<file path="src/rtl/dual_view_regfile.sv">
module dual_view_regfile #(
  parameter int IOA_W        = 8,
  parameter int DS_AW        = 8,
  parameter int IO_N         = 64,
  parameter int BIT_N        = 32,
  parameter int DS_OFS       = 32,
  parameter int EXT_LO       = 96,
  parameter int FLAG_ADDR    = 8,
  parameter int PART_ADDR    = 16,
  parameter logic [7:0] PART_MASK = 8'h0F,
  parameter int RSV_ADDR     = 62,
  parameter logic [7:0] EXT_MASK  = 8'h7F,
  parameter int EXT_RSV_FROM = 240
) (
  input  logic             clk,
  input  logic             rst_n,
  input  logic             compat,
  input  logic [2:0]       io_op,
  input  logic [IOA_W-1:0] io_addr,
  input  logic [2:0]       io_bit,
  input  logic [7:0]       io_wdata,
  output logic [7:0]       io_rdata,
  output logic             io_bit_val,
  output logic             io_illegal,
  input  logic [DS_AW-1:0] ds_addr,
  input  logic             ds_rd,
  input  logic             ds_wr,
  input  logic [7:0]       ds_wdata,
  output logic [7:0]       ds_rdata,
  input  logic [7:0]       hw_flag_set
);
  localparam int IO_AW = $clog2(IO_N);
  localparam int EXT_N = (1 << DS_AW) - EXT_LO;
  localparam logic [IOA_W-1:0] IO_LIM  = IOA_W'(IO_N);
  localparam logic [IOA_W-1:0] BIT_LIM = IOA_W'(BIT_N);
  localparam logic [DS_AW-1:0] DS_LO   = DS_AW'(DS_OFS);
  localparam logic [DS_AW-1:0] DS_HI   = DS_AW'(DS_OFS + IO_N - 1);
  localparam logic [DS_AW-1:0] EXT_LO_A = DS_AW'(EXT_LO);
  localparam logic [DS_AW-1:0] EXT_RSV_A = DS_AW'(EXT_RSV_FROM);

  localparam logic [2:0] OP_NONE = 3'd0, OP_IN = 3'd1, OP_OUT = 3'd2,
                         OP_SET = 3'd3, OP_CLR = 3'd4, OP_TST = 3'd5;

  function automatic logic [7:0] port_mask(input int a);
    if (a == RSV_ADDR)  return 8'h00;
    if (a == PART_ADDR) return PART_MASK;
    return 8'hFF;
  endfunction

  logic [7:0] port_q [IO_N];
  logic [7:0] ext_q  [EXT_N];

  // port view decode
  logic             bit_op, io_ok, io_we;
  logic [IO_AW-1:0] io_idx;
  logic [7:0]       io_cur, bsel, io_wval;

  assign bit_op     = (io_op == OP_SET) || (io_op == OP_CLR) || (io_op == OP_TST);
  assign io_illegal = (io_op != OP_NONE) &&
                      ((io_addr >= IO_LIM) || (bit_op && io_addr >= BIT_LIM));
  assign io_ok      = (io_op != OP_NONE) && !io_illegal;
  assign io_idx     = io_addr[IO_AW-1:0];
  assign io_cur     = port_q[io_idx] & port_mask(int'(io_idx));
  assign bsel       = 8'd1 << io_bit;
  assign io_we      = io_ok && (io_op == OP_OUT || io_op == OP_SET || io_op == OP_CLR);
  assign io_wval    = (io_op == OP_OUT) ? io_wdata :
                      (io_op == OP_SET) ? (io_cur | bsel) : (io_cur & ~bsel);
  assign io_rdata   = (io_ok && io_op == OP_IN) ? io_cur : 8'h00;
  assign io_bit_val = io_ok && (io_op == OP_TST) && |(io_cur & bsel);

  // data-space decode
  logic             ds_port, ds_ext, ds_we_port, ds_we_ext;
  logic [DS_AW-1:0] ds_off, ext_off;
  logic [IO_AW-1:0] ds_idx;
  logic [7:0]       ext_msk, ext_cur;

  assign ds_port    = (ds_addr >= DS_LO) && (ds_addr <= DS_HI);
  assign ds_ext     = (ds_addr >= EXT_LO_A);
  assign ds_off     = ds_addr - DS_LO;
  assign ds_idx     = ds_off[IO_AW-1:0];
  assign ext_off    = ds_addr - EXT_LO_A;
  assign ext_msk    = compat ? 8'hFF : ((ds_addr >= EXT_RSV_A) ? 8'h00 : EXT_MASK);
  assign ext_cur    = ext_q[ext_off] & ext_msk;
  assign ds_we_port = ds_wr && ds_port;
  assign ds_we_ext  = ds_wr && ds_ext;
  assign ds_rdata   = !ds_rd ? 8'h00 :
                      ds_port ? (port_q[ds_idx] & port_mask(int'(ds_idx))) :
                      ds_ext  ? ext_cur : 8'h00;

  // flag write path, also seen by the checker
  logic       flag_io_hit, flag_wr;
  logic [7:0] flag_wval, flag_q;
  assign flag_io_hit = io_we && (io_idx == IO_AW'(FLAG_ADDR));
  assign flag_wr     = flag_io_hit || (ds_we_port && ds_idx == IO_AW'(FLAG_ADDR));
  assign flag_wval   = flag_io_hit ? io_wval : ds_wdata;
  assign flag_q      = port_q[FLAG_ADDR];

  always_ff @(posedge clk or negedge rst_n) begin
    if (!rst_n) begin
      for (int i = 0; i < IO_N; i++) port_q[i] <= 8'h00;
    end else begin
      for (int i = 0; i < IO_N; i++) begin
        if (i == FLAG_ADDR) begin
          port_q[i] <= (port_q[i] & ~(flag_wr ? flag_wval : 8'h00)) | hw_flag_set;
        end else if (io_we && io_idx == IO_AW'(i)) begin
          port_q[i] <= io_wval & port_mask(i);
        end else if (ds_we_port && ds_idx == IO_AW'(i)) begin
          port_q[i] <= ds_wdata & port_mask(i);
        end
      end
    end
  end

  always_ff @(posedge clk or negedge rst_n) begin
    if (!rst_n) begin
      for (int i = 0; i < EXT_N; i++) ext_q[i] <= 8'h00;
    end else if (ds_we_ext && ext_msk != 8'h00) begin
      ext_q[ext_off] <= ds_wdata & ext_msk;
    end
  end
endmodule

</file>
<file path="config.mk">
export PLATFORM = sky130hd
export DESIGN_NAME = dual_view_regfile
export DESIGN_NICKNAME = d
export VERILOG_FILES = /design/src/rtl/dual_view_regfile.sv
export SDC_FILE = /design/constraint.sdc
export NUM_CORES = 2
export LEC_CHECK = 0
export BUFFER_PORTS_ARGS = -buffer_cell sky130_fd_sc_hd__buf_2
export CAP_MARGIN = 10
export CORE_MARGIN = 3
export CORE_UTILIZATION = 50
export CTS_CLUSTER_SIZE = 28
export DETAILED_ROUTE_END_ITERATION = 16
export PLACE_DENSITY = 0.67
export SLEW_MARGIN = 20
export SYNTH_ARGS = -nofsm -noshare
export SYNTH_HDL_FRONTEND = slang
export SYNTH_SLANG_ARGS = --single-unit
</file>
<file path="constraint.sdc">
create_clock -name clk -period 7.2 [get_ports clk]
set_input_delay 0.72 -clock clk [delete_from_list [all_inputs] [get_ports clk]]
set_output_delay 0.72 -clock clk [all_outputs]
set_load 0.01 [all_outputs]
</file>
==> flow_summary.ini <==
[detailed_routing]
drc = 0
vias = 59147
dr.pass1.iters = 8
drt.antenna.violating_nets = 0
initialDrtViolationCount = 5438
wl_um = 272000
routedWlPerCell_um = 29.7
viasPerCell = 6.46

[hold_path]
hp-class = primary input to register

[clock_tree]
cts_resized = 0
insertion_delay_ns = 0.85
clock_sinks = 1780
htreeDepth = 4
cts_max_path_buffers = 3
tritoncts = built
cts_made_buffers = 189
cts_root_buf = clkbuf_16
post_cts_buffers = 0
clk_pin_slew_ns = 0.06

[yosys]
synth_top_area_cell = dfrtp_1
synth_compound_area_frac = 0.0471
synthTopCellsByCount = dfrtp_1 (1780), mux2_2 (1308), mux4_2 (639)
synth_fa_ha_area_frac = 0.000138
yosys_warnings = 0
netlist_area_sq_um = 91000
synthTopCellsByArea = dfrtp_1 (49%), mux2_2 (16%), mux4_2 (16%)
yosys.area_share.simple = 0.0598
yosysSeqAreaShare = 0.490
ys_types = 81
ys_async_sr_fraction = 1.00
synth_top_area_share = 0.490
synthXorXnorAreaFrac = 0.000193
synth_top_family_by_area = multiplexers
avgSynthCellArea_sq_um = 13.4
ys.flop_type = dfrtp_1
syn-num-nets = 6842
syn_inst = 6790
synth_most_common_cell = dfrtp_1
synth.mux.area_fraction = 0.375
synth_enable_flop_cells = 0
synth-seq-cells = 1780

[timing]
drv_slew = 0
setup_viol = 0
fmax_mhz = 172
finalHoldViolCount = 0
fin_crit_sh = 0.809
rsz0062_at_grt = no
relSlewSlack = 0.187
tns_ns = 0
whs_ns = 0.114
tightestPinTransition_ns = 1.22
period_minus_slack_ns = 5.83
finalClockSkew_ns = 0.0673

[global_route]
grt_pass1_wl_um = 408000
grt-ovfl-total = 0
grt.total_usage = 0.292
antenna_found_initial = 6
grt_pass1_vias = 59745
grt_start_max_net_pins = 176

[floorplanning]
start_util = 0.507
ios = 69
coreArea_sq_um = 180000
rows = 155
die-area_sq_um = 187000
chipHeight_um = 433
floorplan.die.width_um = 433

[place]
numPortBuffers = 68
hpwl_um = 174000
gp_congestion = 0.963

[flow_run]
cap_violations = 0

[power]
design_power_total_uw = 23300
powerDensity_nw_per_um2 = 234
worst_ir_drop_vdd_mv = 0.221
p_leak_uw = 0.0463

[setup_path]
critPathMaxFanout = 62
endpoint_kind = output port
crit_arrival_ns = 5.11
start_kind = primary input
crit_required_ns = 6.48
worstSetupPathType = primary input to output port

[layout]
fillCellCount = 14446
area_growth_syn_to_layout_pct = 9.71
nets = 6698
drive_above_1_share = 0.387

[status]
status = complete, no violations
[layout by cell type (no fill, tap or decap), types with 119 or more instances in the layout]
cell	count
mux2i_1	466
nor2_1	486
a21oi_1	399
nor2_2	121
nand2_1	407
mux4_2	639
buf_4	119
dfrtp_1	1780
o21ai_0	173
clkbuf_16	191
mux2_2	1308
[what timing repair did]
item,CTS,global route
hold endpoints to repair,109,0
hold buffers,1,0
setup endpoints to repair,0,0
[where the power goes]
part	switching [uW]	total, uW	internal (uW)
logic	1470	2520	1050
registers	345	10900	10500
clock network	4270	9930	5670
[state kept, by name, indices dropped and copies added (netlist names)]
name	cells
ext_q	1280
port_q	492
flag_q	8
[final timing paths]
path                           startpoint           to  slack (ns)  cells past startpoint
max                            ds_addr[0]  ds_rdata[3]        1.37                      9
min                        hw_flag_set[7]    flag_q[7]        0.11                      2
max reg2reg                   port_q[469]  port_q[429]        3.46                      8
min reg2reg                    ext_q[417]   ext_q[417]        0.48                      2
max in group asynchronous           rst_n  ext_q[1274]        4.75                      4
min in group asynchronous           rst_n    ext_q[90]        0.46                      2
[per-stage QoR]
stage | util | cell area, sq um | cells | worst slack (ns)
2_1_floorplan | - | 91000 | 6790 | 3.11
3_3_place_gp | 0.520 | 93400 | 8807 | 1.44
3_5_place_dp | 0.520 | 93400 | 8807 | 1.43
4_1_cts | 0.555 | 99800 | 9157 | 1.43
5_1_grt | 0.556 | 99800 | 9159 | 1.06
6_report | 0.556 | 99800 | 9161 | 1.37
[cell type report]
type                            count  area, sq um  share of cell area
Inverter                            9         33.8            0.000338
Tap cell                         2355         2950              0.0295
Multi-Input combinational cell   4447        44000               0.440
Clock buffer                      285         5600              0.0561
Timing Repair Buffer              219         1960              0.0197
Sequential cell                  1780        44500               0.446
Antenna cell                        2         5.00           0.0000501
Clock inverter                     64          773             0.00775
[worst max-delay path, cell delays in order]
cell	delay, ns
buf_8	0.59
buf_12	0.31
mux4_2	0.54
mux4_2	0.51
mux2_2	0.33
a22o_1	0.26
a2111oi_0	0.87
o21ai_0	0.52
buf_2	0.28
[logic make-up (layout without fill, tap and decap cells)]
| group | after synthesis | after routing |
|---|---|---|
| flip-flops | 1780 | 1780 |
| AND/OR/NAND/NOR | 1239 | 1239 |
| other | 0 | 2 |
| adder cells (fa/ha/maj) | 1 | 1 |
| buffers and inverters | 563 | 577 |
| XOR/XNOR | 2 | 2 |
| multiplexers | 2439 | 2439 |
| AO/OA/AOI/OAI | 766 | 766 |
[per-layer routing]
| layer | part of all wire | up-vias | track usage |
|---|---|---|---|
| met1 | 0.40 | 31088 | 0.394 |
| met5 | 0.000088 | - | 0 |
| met4 | 0.054 | 4 | 0.138 |
| met3 | 0.076 | 686 | 0.0586 |
| li1 | - | 24846 | - |
| met2 | 0.47 | 2523 | 0.457 |
Note: power is estimated with default switching activity, not from simulation.
